File: src/rtl/sb_pkg.sv
package sb_pkg;

    localparam int unsigned SB_AW = 30;
    localparam int unsigned SB_DW = 32;
    localparam int unsigned SB_BW = SB_DW / 8;

    typedef logic [SB_AW-1:0] waddr_t;
    typedef logic [SB_DW-1:0] data_t;
    typedef logic [SB_BW-1:0] be_t;

    typedef struct packed {
        waddr_t addr;
        data_t  data;
        be_t    be;
    } store_t;

    typedef struct packed {
        logic   valid;
        logic   write;
        waddr_t addr;
        data_t  data;
        be_t    be;
    } bus_req_t;

    // Word address equal and at least one byte lane shared.
    function automatic logic overlaps(waddr_t a, be_t b, store_t e);
        return (a == e.addr) && ((b & e.be) != '0);
    endfunction

endpackage

File: src/rtl/sb_queue.sv
module sb_queue
    import sb_pkg::*;
#(
    parameter int unsigned DEPTH = 4,
    localparam int unsigned PW = (DEPTH > 1) ? $clog2(DEPTH) : 1,
    localparam int unsigned CW = $clog2(DEPTH + 1)
) (
    input  logic              clk,
    input  logic              rst,
    input  logic              push,
    input  store_t            push_ent,
    input  logic              pop,
    input  logic              commit,
    input  logic              flush,
    output store_t            head_ent,
    output logic              head_committed,
    output store_t            ents [DEPTH],
    output logic [DEPTH-1:0]  ent_valid,
    output logic [CW-1:0]     count,
    output logic [CW-1:0]     ccount
);

    store_t            ent_q [DEPTH];
    logic [DEPTH-1:0]  vld_q, cmt_q;
    logic [PW-1:0]     head_q, tail_q, head_n, cidx, ftail;
    logic [CW-1:0]     cnt_q, ccnt_q, ccnt_n;
    logic              do_commit;

    function automatic logic [PW-1:0] step(logic [PW-1:0] p);
        return (int'(p) == DEPTH - 1) ? '0 : p + 1'b1;
    endfunction

    function automatic logic [PW-1:0] wrap_add(logic [PW-1:0] p, logic [CW-1:0] n);
        int s;
        s = int'(p) + int'(n);
        if (s >= DEPTH) s = s - DEPTH;
        return PW'(s);
    endfunction

    always_comb begin
        do_commit = commit && !flush && (ccnt_q < cnt_q);
        cidx      = wrap_add(head_q, ccnt_q);
        head_n    = pop ? step(head_q) : head_q;
        ccnt_n    = ccnt_q - CW'(pop);
        ftail     = wrap_add(head_n, ccnt_n);
    end

    always_ff @(posedge clk) begin
        if (rst) begin
            vld_q  <= '0;
            cmt_q  <= '0;
            head_q <= '0;
            tail_q <= '0;
            cnt_q  <= '0;
            ccnt_q <= '0;
            for (int i = 0; i < DEPTH; i++) ent_q[i] <= '0;
        end else begin
            if (push) begin
                ent_q[tail_q] <= push_ent;
                vld_q[tail_q] <= 1'b1;
                cmt_q[tail_q] <= 1'b0;
            end
            if (do_commit) cmt_q[cidx] <= 1'b1;
            if (flush) begin
                for (int i = 0; i < DEPTH; i++)
                    if (!cmt_q[i]) vld_q[i] <= 1'b0;
            end
            if (pop) begin
                vld_q[head_q] <= 1'b0;
                cmt_q[head_q] <= 1'b0;
            end
            head_q <= head_n;
            if (flush) begin
                tail_q <= ftail;
                cnt_q  <= ccnt_n;
                ccnt_q <= ccnt_n;
            end else begin
                tail_q <= push ? step(tail_q) : tail_q;
                cnt_q  <= cnt_q + CW'(push) - CW'(pop);
                ccnt_q <= ccnt_q + CW'(do_commit) - CW'(pop);
            end
        end
    end

    assign head_ent       = ent_q[head_q];
    assign head_committed = vld_q[head_q] && cmt_q[head_q];
    assign ents           = ent_q;
    assign ent_valid      = vld_q;
    assign count          = cnt_q;
    assign ccount         = ccnt_q;

endmodule

File: src/rtl/sb_match.sv
module sb_match
    import sb_pkg::*;
#(
    parameter int unsigned DEPTH = 4
) (
    input  store_t            ents [DEPTH],
    input  logic [DEPTH-1:0]  ent_valid,
    input  waddr_t            rd_addr,
    input  be_t               rd_be,
    output logic              match_any
);

    logic [DEPTH-1:0] hit_vec;

    for (genvar g = 0; g < DEPTH; g++) begin : g_cmp
        assign hit_vec[g] = ent_valid[g] && overlaps(rd_addr, rd_be, ents[g]);
    end

    assign match_any = |hit_vec;

endmodule

File: src/rtl/sb_arbiter.sv
module sb_arbiter
    import sb_pkg::*;
(
    input  logic     rd_valid,
    input  logic     rd_hit,
    input  waddr_t   rd_addr,
    input  be_t      rd_be,
    input  logic     match_any,
    input  logic     q_empty,
    input  logic     head_committed,
    input  store_t   head_ent,
    input  logic     bus_ready,
    output bus_req_t req,
    output logic     rd_grant,
    output logic     wr_pop
);

    logic rd_ok;

    // Hit reads pass pending writes unless they overlap one; misses wait for empty.
    assign rd_ok = rd_valid && (rd_hit ? !match_any : q_empty);

    always_comb begin
        req = '0;
        if (rd_ok) begin
            req.valid = 1'b1;
            req.write = 1'b0;
            req.addr  = rd_addr;
            req.be    = rd_be;
        end else if (head_committed) begin
            req.valid = 1'b1;
            req.write = 1'b1;
            req.addr  = head_ent.addr;
            req.data  = head_ent.data;
            req.be    = head_ent.be;
        end
    end

    assign rd_grant = rd_ok && bus_ready;
    assign wr_pop   = !rd_ok && head_committed && bus_ready;

endmodule

File: src/rtl/store_buffer.sv
module store_buffer
    import sb_pkg::*;
#(
    parameter int unsigned DEPTH = 4,
    localparam int unsigned CW = $clog2(DEPTH + 1)
) (
    input  logic             clk,
    input  logic             rst,
    input  logic             st_valid,
    output logic             st_ready,
    input  logic [SB_AW-1:0] st_addr,
    input  logic [SB_DW-1:0] st_data,
    input  logic [SB_BW-1:0] st_be,
    input  logic             commit,
    input  logic             flush,
    input  logic             rd_valid,
    output logic             rd_ready,
    input  logic [SB_AW-1:0] rd_addr,
    input  logic [SB_BW-1:0] rd_be,
    input  logic             rd_hit,
    input  logic             ext_wr_empty,
    output logic             bus_valid,
    output logic             bus_write,
    output logic [SB_AW-1:0] bus_addr,
    output logic [SB_DW-1:0] bus_data,
    output logic [SB_BW-1:0] bus_be,
    input  logic             bus_ready
);

    store_t            push_ent, head_ent;
    store_t            ents [DEPTH];
    logic [DEPTH-1:0]  ent_valid;
    logic [CW-1:0]     cnt_w, ccnt_w;
    logic              head_committed, match_any, wr_pop, push;
    bus_req_t          req;

    assign push_ent = '{addr: st_addr, data: st_data, be: st_be};
    assign st_ready = (cnt_w != CW'(DEPTH)) && !flush;
    assign push     = st_valid && st_ready;

    sb_queue #(.DEPTH(DEPTH)) u_queue (
        .clk            (clk),
        .rst            (rst),
        .push           (push),
        .push_ent       (push_ent),
        .pop            (wr_pop),
        .commit         (commit),
        .flush          (flush),
        .head_ent       (head_ent),
        .head_committed (head_committed),
        .ents           (ents),
        .ent_valid      (ent_valid),
        .count          (cnt_w),
        .ccount         (ccnt_w)
    );

    sb_match #(.DEPTH(DEPTH)) u_match (
        .ents      (ents),
        .ent_valid (ent_valid),
        .rd_addr   (rd_addr),
        .rd_be     (rd_be),
        .match_any (match_any)
    );

    sb_arbiter u_arb (
        .rd_valid       (rd_valid),
        .rd_hit         (rd_hit),
        .rd_addr        (rd_addr),
        .rd_be          (rd_be),
        .match_any      (match_any),
        .q_empty        (cnt_w == '0),
        .head_committed (head_committed),
        .head_ent       (head_ent),
        .bus_ready      (bus_ready),
        .req            (req),
        .rd_grant       (rd_ready),
        .wr_pop         (wr_pop)
    );

    assign bus_valid = req.valid;
    assign bus_write = req.write;
    assign bus_addr  = req.addr;
    assign bus_data  = req.data;
    assign bus_be    = req.be;

endmodule

File: config.mk
export PLATFORM = sky130hd
export DESIGN_NAME = store_buffer
export DESIGN_NICKNAME = d
export VERILOG_FILES = /design/src/rtl/sb_pkg.sv /design/src/rtl/sb_queue.sv /design/src/rtl/sb_match.sv /design/src/rtl/sb_arbiter.sv /design/src/rtl/store_buffer.sv
export SDC_FILE = /design/constraint.sdc
export NUM_CORES = 1
export LEC_CHECK = 0
export ABC_CLOCK_PERIOD_IN_PS = 4600
export BUFFER_PORTS_ARGS = -buffer_cell sky130_fd_sc_hd__clkbuf_2
export CAP_MARGIN = 30
export CORE_MARGIN = 5
export CORE_UTILIZATION = 35
export DETAILED_ROUTE_END_ITERATION = 12
export PLACE_DENSITY = 0.5
export SLEW_MARGIN = 20
export SYNTH_ARGS = -nofsm -noshare
export SYNTH_HDL_FRONTEND = slang
export SYNTH_SLANG_ARGS = --single-unit
File: constraint.sdc
create_clock -name clk -period 4.6 [get_ports clk]
set_input_delay 0.69 -clock clk [delete_from_list [all_inputs] [get_ports clk]]
set_output_delay 0.69 -clock clk [all_outputs]
set_load 0.1 [all_outputs]
## Yosys cells after proc, flatten, opt, wreduce, memory -nomap -nowiden

Index checks and enable logic that the tools add are counted.

- Output and inout bits: 70
- Register bits after elaboration: 282
- Bits of input ports: 109

- Magnitude comparators: 12
- Reductions and logical operators: 31
- Muxes and demuxes: 43
- Equal/unequal tests: 7
- Add/sub/neg operators: 11
- Bitwise gates (word level): 13

Operators by type and width:

| operator | count |
|---|---|
| $bwmux W264 | 1 |
| $mux W66 | 3 |
| $bmux W66 S2 | 1 |
| $demux W66 S2 | 1 |
| $eq A30 B30 Y1 | 4 |
| $mux W68 | 1 |
| $mux W32 | 2 |
| $mux W4 | 10 |
| $and A4 B4 Y4 | 7 |
| $logic_and A1 B1 Y1 | 21 |
| $reduce_bool A4 Y1 | 4 |
| $mux W2 | 7 |
| $mux W1 | 10 |
| $lt A2 B3 Y1 const B | 3 |
| $sub A3 B1 Y3 | 3 |
| $add A2 B3 Y4 | 2 |
| $ge A4 B3 Y1 const B | 2 |
| $not A4 Y4 | 2 |
| $or A4 B4 Y4 | 2 |
| $add A3 B1 Y3 | 2 |
| $demux W1 S2 | 3 |
| $ge A2 B1 Y1 const B | 3 |
| $ge A3 B3 Y1 const B | 2 |
| $mux W3 | 2 |
| 12 further kinds | 19 |

## Longest topological paths before layout

Gate-level depths: netlist (run 1).

- Depth in word-level cells: 16
- Gate-level depth with buffers: 15
- Mapped depth without buffers: 14

## By module

A second synthesis (run 1) with hierarchy kept.

- Cells, all modules: 1719
- Area, all modules: 14363.8 um^2

By module, submodules not included:

| module | area an instance (um^2) | seq. area each (um^2) | times used | cells each |
|---|---|---|---|---|
| sb_queue | 11788.8 | 5645.4 | 1 | 1366 |
| sb_match | 1616.6 | 0.0 | 1 | 192 |
| sb_arbiter | 915.9 | 0.0 | 1 | 156 |
| store_buffer | 42.5 | 0.0 | 1 | 5 |

## Worst setup path before layout (run 1)

Ideal clock, no wire load.

- Path kind: in2out
- From: input rd_addr[25]
- To: output bus_addr[25]
- Path buffers: 2
- Cell stages on the path: 9
- Path slack: -0.373 ns
- Arrival: 4.283 ns
- Cells stage by stage: buf_2 > xor2_1 > nor4_1 > nand4_1 > nor3_1 > o41a_1 > nor2_1 > clkbuf_1 > o21ai_0

- Cells in the longest elaborated chain, start to end: 8

Ends and longest elaborated chain:

| what | line | source |
|---|---|---|
| from (decl) | store_buffer.sv:18 | `input logic [SB_AW-1:0] rd_addr,` |
| $eq A30 B30 Y1 | sb_pkg.sv:27 | `return (a == e.addr) && ((b & e.be) != '0);` |
| $logic_and A1 B1 Y1 | sb_pkg.sv:27 |  |
| $logic_and A1 B1 Y1 | sb_match.sv:16 | `assign hit_vec[g] = ent_valid[g] && overlaps(rd_addr, rd_be, ents[g]);` |
| $reduce_or A4 Y1 | sb_match.sv:19 | `assign match_any = \|hit_vec;` |
| $logic_not A1 Y1 | sb_arbiter.sv:21 | `assign rd_ok = rd_valid && (rd_hit ? !match_any : q_empty);` |
| $mux W1 | sb_arbiter.sv:21 |  |
| $logic_and A1 B1 Y1 | sb_arbiter.sv:21 |  |
| $mux W32 (*) | sb_arbiter.sv:25 | `if (rd_ok) begin` |
| to (decl) | store_buffer.sv:24 | `output logic [SB_AW-1:0] bus_addr,` |

Mark *: on every way between the ends. The rest lies on a longest branch, timed or not.

## Worst setup path in the final report (run 1)

- From: input rd_be[0]
- To: output bus_addr[0]

- Cells in the longest elaborated chain, start to end: 9

Ends and longest elaborated chain:

| what | line | source |
|---|---|---|
| from (decl) | store_buffer.sv:19 | `input logic [SB_BW-1:0] rd_be,` |
| $and A4 B4 Y4 | sb_pkg.sv:27 |  |
| $reduce_bool A4 Y1 | sb_pkg.sv:27 |  |
| $logic_and A1 B1 Y1 | sb_pkg.sv:27 |  |
| $logic_and A1 B1 Y1 | sb_match.sv:16 |  |
| $reduce_or A4 Y1 (*) | sb_match.sv:19 |  |
| $logic_not A1 Y1 (*) | sb_arbiter.sv:21 |  |
| $mux W1 (*) | sb_arbiter.sv:21 |  |
| $logic_and A1 B1 Y1 (*) | sb_arbiter.sv:21 |  |
| $mux W32 (*) | sb_arbiter.sv:25 |  |

Marked as above.

==> summary.txt, run 1 <==
Outcome
  – Status: finished, final reports clean

Placed design
  – Post-place setup slack: 0.457 ns
  – Detailed Place HPWL: 30,600 um
  – Placed cells: 2,305
  – GPL Wtd Cong: 0.870
  – IO buf count: 177

Pwr
  – Sw Share: 26.2%
  – Leakage: 6.10 nW
  – Peak supply drop: 0.267 mV
  – NetSw: 0.00160 W
  – Int Pwr: 0.00452 W
  – PwrDens: 354 nW/um^2
  – Comb pwr share: 12.1%
  – Sequential power share: 41.4%
  – Clk pwr share: 46.5%

Worst setup path
  – Worst setup EP type: output pin
  – Critical path arrival: 3.43 ns
  – Worst reg-to-reg path cell count: 15
  – Critical Path RT: 3.91 ns
  – CP Max Fanout: 68
  – Critical path launch point type: input pin
  – Crit path to: bus_addr[0]
  – RR Endpoint: u_queue.count[2]
  – Reg2reg setup slack: 0.99 ns
  – Crit path launch: rd_be[0]
  – Worst Path Class, Setup: input pin to output pin
  – Reg2reg start: u_queue.ents[66]

Synth
  – Async S/R FF share, synth: 0%
  – Largest family of logic cells by synthesized area: simple AND/OR/NAND/NOR gates
  – Simple-gate share of the synthesized area: 20.7%
  – Syn Area/Cell: 8.07 um^2
  – Cells after Synth: 1,734
  – Yosys warns: 0
  – Synth Area in Adders: 1.72%
  – Post-synth top flop: dfxtp_1
  – Mux cell area share after synthesis: 10.9%
  – Yosys reg bits: 282
  – Synth Cell Area: 14,000 um^2
  – Post-synthesis xor/xnor area fraction: 8.08%
  – Post-synthesis cell type count: 41
  – Post-Syn Nets: 1,861
  – Post-synthesis compound-gate area fraction: 13.4%
  – EDFF count, synth: 0
  – Register area share after synthesis: 40.4%

CTS
  – Max clock buf depth: 3
  – Post-CTS Setup Bufs: 0
  – Num CTS Buffers: 34
  – Clock transition at path regs: 0.06 ns
  – H-Tree Depth: 2
  – Resize count post-CTS: 0
  – Hold-fix buffers, CTS: 0
  – Clk sink count: 282
  – TritonCTS clock tree: yes
  – Worst-Skew Late Latency: 0.51 ns
  – CTS Root Cell: clkbuf_16

Cells and area
  – Fill cell count: 4,009
  – Reg area: 5650 um^2
  – Area occupied by multi-input gates: 7690 um^2
  – Most frequent cells in the layout: nand2_1, dfxtp_1, a21oi_1
  – Most common cell after layout, fill and taps aside: nand2_1
  – Nets: 1,944
  – Finished Layout Cells: 2,367
  – Share of layout cells above drive strength 1: 18.3%
  – Synth-to-Final Area Change: 23.8%

STA
  – RSZ-0062 raised after global routing: false
  – Max Transition Viols Final: 0
  – Fin worst setup slack: 0.481 ns
  – Setup violations, final: 0
  – Post-route clock period utilization: 89.5%
  – Tightest Pin Transition: 0.916 ns
  – Slew HR: 38.9%
  – Fmax: 243 MHz
  – Final Hold Vio Count: 0
  – Tmin final: 4.12 ns
  – Worst clock skew: 0.0116 ns

GRT
  – Vias in the first global route: 12.1k
  – Tot GR Track Use: 20.9%
  – Largest net degree at the start of global routing: 156
  – First-pass GRT wire length: 72,700 um
  – Total grt overflow: 0
  – Initial antenna violation count: 5

Route
  – Wire length per cell: 20.1 um
  – Uppermost layer routed: met5
  – Post-route ant nets: 0
  – Initial drt markers: 842
  – Met1 WL: 20,000 um
  – DR vias: 12.3k
  – Routed WL: 47,600 um
  – Detail Route met3 WL: 2970 um
  – Vias per std cell: 5.21
  – First-pass DRT Iterations: 5
  – Drt drc: 0
  – Routed length on met2: 23,500 um

Die
  – IO Pins: 179
  – Die area: 44,100 um^2
  – Die height: 210 um
  – CORE AREA: 39,600 um^2
  – # rows: 73
  – Initial Util: 35.3%
  – Die width: 210 um

Flow run
  – Max-Cap Viols: 0

Worst hold path
  – HP Class: input pin to register
  – Hold Crit Start: st_data[0]
==> worst min-delay path by stage <==
stage / cells past startpoint / slack, ns / endpoint
global route: 3 / 0.45 / u_queue.ents[138]
detailed placement: 2 / 0.44 / u_queue.ents[71]
global placement: 2 / 0.44 / u_queue.ents[6]
CTS: 3 / 0.43 / u_queue.ents[105]
floorplan: 2 / 0.43 / u_queue.ents[100]
finish: 3 / 0.44 / u_queue.ents[136]
==> cell type report <==
type | count | area share (%)
well taps | 525 | 3.79
clock buffers | 54 | 6.29
repair buffers | 202 | 11.9
clock inverters | 5 | 0.578
multi-input cells | 1283 | 44.4
flip-flops and latches | 282 | 32.7
inverters | 14 | 0.304
diodes | 2 | 0.0289
==> sequential cells by signal (all words and copies together), names as in the netlist <==
register and count:
u_queue.ccount 3, u_queue.cmt_q 4, u_queue.count 3, u_queue.ent_valid 4, u_queue.ents 264, u_queue.head_q 2, u_queue.tail_q 2
==> metal layers <==
layer / vias to the layer above / GRT usage [%]
met3: 68 / 3.66
li1: 5947 / -
met5: - / 0
met2: 367 / 35.7
met1: 5934 / 27.5
met4: 6 / 5.42
==> power by group through the flow <==
| stage | Sequential (W) | Clock (W) | Combinational, W |
|---|---|---|---|
| floorplan | 0.00258 | 0 | 0.000471 |
| global placement | 0.00259 | 0 | 0.000737 |
| detailed placement | 0.00259 | 0 | 0.000740 |
| CTS | 0.00254 | 0.00289 | 0.000742 |
| global route | 0.00254 | 0.00300 | 0.000792 |
| finish | 0.00254 | 0.00285 | 0.000744 |
==> cell usage after synthesis, types with 13 or more instances <==
master,number,area [um^2]
buf_1,13,48.8
clkbuf_1,108,405
buf_2,34,170
a21oi_1,269,1350
xnor2_1,40,350
xor2_1,89,780
nor4_1,20,125
nor2b_1,33,206
inv_1,13,48.8
nand2_1,611,2290
ha_1,16,200
dfxtp_1,282,5650
mux4_2,66,1490
o21ai_0,41,205
nor2_1,15,56.3
a211oi_1,14,105
==> kinds of logic after synthesis <==
family          count (synthesis)
simple gates                  718
xor+xnor                      129
mux                            70
compound gates                348
flops                         282
buf+inv                       169
fa+ha+maj                      18
==> critical path: stages <==
cell       delay (ns)
clkbuf_2         0.13
a22o_1           0.26
a221oi_2         0.32
a2111oi_0        0.13
and3_1           0.20
o41a_1           0.50
buf_4            0.20
nor2_4           0.09
buf_12           0.24
nand2_1          0.09
o21ai_1          0.26
buf_12           0.24
==> metrics by stage <==
| step | TNS (ns) | instance area, um^2 | hold slack [ns] | util, % | power, W |
|---|---|---|---|---|---|
| after floorplan | -7.46 | 14000 | 0.433 | - | 0.00305 |
| after global placement | 0 | 16100 | 0.439 | 40.6 | 0.00333 |
| after detailed placement | 0 | 16100 | 0.444 | 40.6 | 0.00333 |
| after CTS | 0 | 17300 | 0.429 | 43.6 | 0.00617 |
| after global routing | 0 | 17300 | 0.448 | 43.7 | 0.00633 |
| final | 0 | 17300 | 0.443 | 43.7 | 0.00613 |
(Power assumes the default switching activity.)
==> run 2: changes to the inputs <==
--- a/config.mk
+++ b/config.mk
@@ -5,7 +5,7 @@
 export SDC_FILE = /design/constraint.sdc
 export NUM_CORES = 1
 export LEC_CHECK = 0
-export ABC_CLOCK_PERIOD_IN_PS = 4600
+export ABC_CLOCK_PERIOD_IN_PS = 3960
 export BUFFER_PORTS_ARGS = -buffer_cell sky130_fd_sc_hd__clkbuf_2
 export CAP_MARGIN = 30
 export CORE_MARGIN = 5
==> constraint.sdc (replaced) <==
create_clock -name clk -period 3.96 [get_ports clk]
set_input_delay 0.594 -clock clk [delete_from_list [all_inputs] [get_ports clk]]
set_output_delay 0.594 -clock clk [all_outputs]
set_load 0.1 [all_outputs]
==> run 2 against run 1 <==
Effect of this change:
- clock power increased by 15%
- design area increased by 3.7%
- die area unchanged
- critical endpoint is now bus_be[1]
==> summary.txt, run 2 (synthesis results as in run 1) <==
STA
  – Setup violations, final: 0
  – Slew HR: 45.4%
  – Post-route clock period utilization: 95.5%
  – Final Hold Vio Count: 0
  – Tightest Pin Transition: 0.819 ns
  – RSZ-0062 raised after global routing: false
  – Final setup TNS: 0 ns
  – Min Hold Slack: 0.321 ns
  – Tmin final: 3.78 ns
  – Fmax: 264 MHz
  – Worst clock skew: 0.0189 ns
  – Max Transition Viols Final: 0

Outcome
  – Status: finished, final reports clean

Route
  – Routed WL: 48,200 um
  – Post-route ant nets: 0
  – Initial drt markers: 816
  – Wire length per cell: 20.0 um
  – Drt drc: 0
  – First-pass DRT Iterations: 5
  – DR vias: 12.5k
  – Vias per std cell: 5.21

Cells and area
  – Post-route cell area: 17,900 um^2
  – Nets: 1,981
  – Max FFs per register: 264
  – Fill cell count: 3,937
  – Most common cell after layout, fill and taps aside: nand2_1
  – Most frequent cells in the layout: nand2_1, dfxtp_1, a21oi_1
  – Reg area: 5650 um^2
  – Share of layout cells above drive strength 1: 23.2%
  – Synth-to-Final Area Change: 28.3%
  – Area occupied by multi-input gates: 7900 um^2

GRT
  – Largest net degree at the start of global routing: 83
  – First-pass GRT wire length: 74,000 um
  – Vias in the first global route: 12.3k
  – Tot GR Track Use: 21.3%
  – Total grt overflow: 0
  – Initial antenna violation count: 6

Placed design
  – IO buf count: 177
  – GPL Wtd Cong: 0.877
  – Placed Area: 16,700 um^2
  – Detailed Place HPWL: 32,300 um

Worst hold path
  – HP Class: input pin to register

Worst setup path
  – CP Max Fanout: 20
  – Critical path arrival: 3.19 ns
  – Critical Path RT: 3.37 ns
  – Critical path launch point type: register
  – Worst setup EP type: output pin
  – Worst Path Class, Setup: register to output pin
  – Reg2reg setup slack: 0.39 ns

CTS
  – H-Tree Depth: 2
  – Worst-Skew Late Latency: 0.54 ns
  – Hold-fix buffers, CTS: 0
  – CTS Root Cell: clkbuf_16
  – Max clock buf depth: 3
  – TritonCTS clock tree: yes
  – Clk sink count: 282
  – Num CTS Buffers: 36
  – Clock transition at path regs: 0.06 ns

Pwr
  – PwrDens: 400 nW/um^2
  – Int Pwr: 0.00519 W
  – NetSw: 0.00198 W
  – Sw Share: 27.6%
  – Sequential power share: 41.1%
  – Peak supply drop: 0.257 mV
  – Comb pwr share: 13.0%
  – Clk pwr share: 45.8%
  – Leakage: 6.38 nW

Die
  – Initial Util: 35.3%
  – Die width: 210 um
  – # rows: 73
  – IO Pins: 179
  – Die area: 44,100 um^2
  – CORE AREA: 39,600 um^2
  – Die height: 210 um

Flow run
  – Max-Cap Viols: 0
run 2: layer usage:
layer	global-route usage, %	wire (um)	vias to the layer above
met2	35.6	23500	401
met1	28.3	20400	6003
met4	6.30	1230	10
met3	3.95	3010	86
li1	-	-	6031
met5	0	51	-
run 2: what timing repair did:
item / CTS / global route
setup buffers: 0 / 1
resized for setup: 1 / 2
pin swaps: 0 / 1
gates cloned: 0 / 0
endpoints found under the setup margin: 1 / 35
run 2: final timing paths:
path,start,end,depth (start not counted)
setup reg to reg,u_queue.ents[241],u_queue.ccount[2],16
setup / recovery,u_queue.ents[241],bus_be[1],12
hold / removal,st_data[2],u_queue.ents[72],3
hold reg to reg,u_queue.ents[81],u_queue.ents[81],2
run 2: cell type report:
type / instances / area share, %
Clock inverter: 13 / 0.906
Timing Repair Buffer: 237 / 13.9
Tap cell: 525 / 3.66
Multi-Input combinational cell: 1283 / 44.0
Antenna cell: 1 / 0.0139
Clock buffer: 52 / 5.74
Sequential cell: 282 / 31.5
Inverter: 14 / 0.293
run 2: worst max-delay path, stage by stage (launching register included):
cell and delay (ns):
dfxtp_1 0.33, xor2_1 0.18, nor4_1 0.34, buf_4 0.18
nand4_1 0.09, nor3_1 0.27, o41a_1 0.31, buf_6 0.16
nor2_4 0.04, buf_12 0.15, buf_12 0.17, o21ai_2 0.21
buf_12 0.20
run 2: power groups by stage:
stage	clock (W)	sequential [W]	combinational [W]
2_1_floorplan	0	0.00300	0.000567
3_3_place_gp	0	0.00301	0.000928
3_5_place_dp	0	0.00301	0.000937
4_1_cts	0.00335	0.00295	0.000940
5_1_grt	0.00347	0.00295	0.000996
6_report	0.00329	0.00295	0.000935
run 2: stage by stage:
| stage | util, % | power, W | instances | setup slack [ns] |
|---|---|---|---|---|
| after global routing | 45.3 | 0.00742 | 2407 | 0.0384 |
| after detailed placement | 42.2 | 0.00395 | 2340 | 0.0762 |
| after CTS | 45.2 | 0.00724 | 2405 | 0.0371 |
| final | 45.3 | 0.00717 | 2407 | 0.177 |
| after global placement | 42.1 | 0.00393 | 2339 | 0.0545 |
| after floorplan | - | 0.00356 | 1734 | -0.184 |
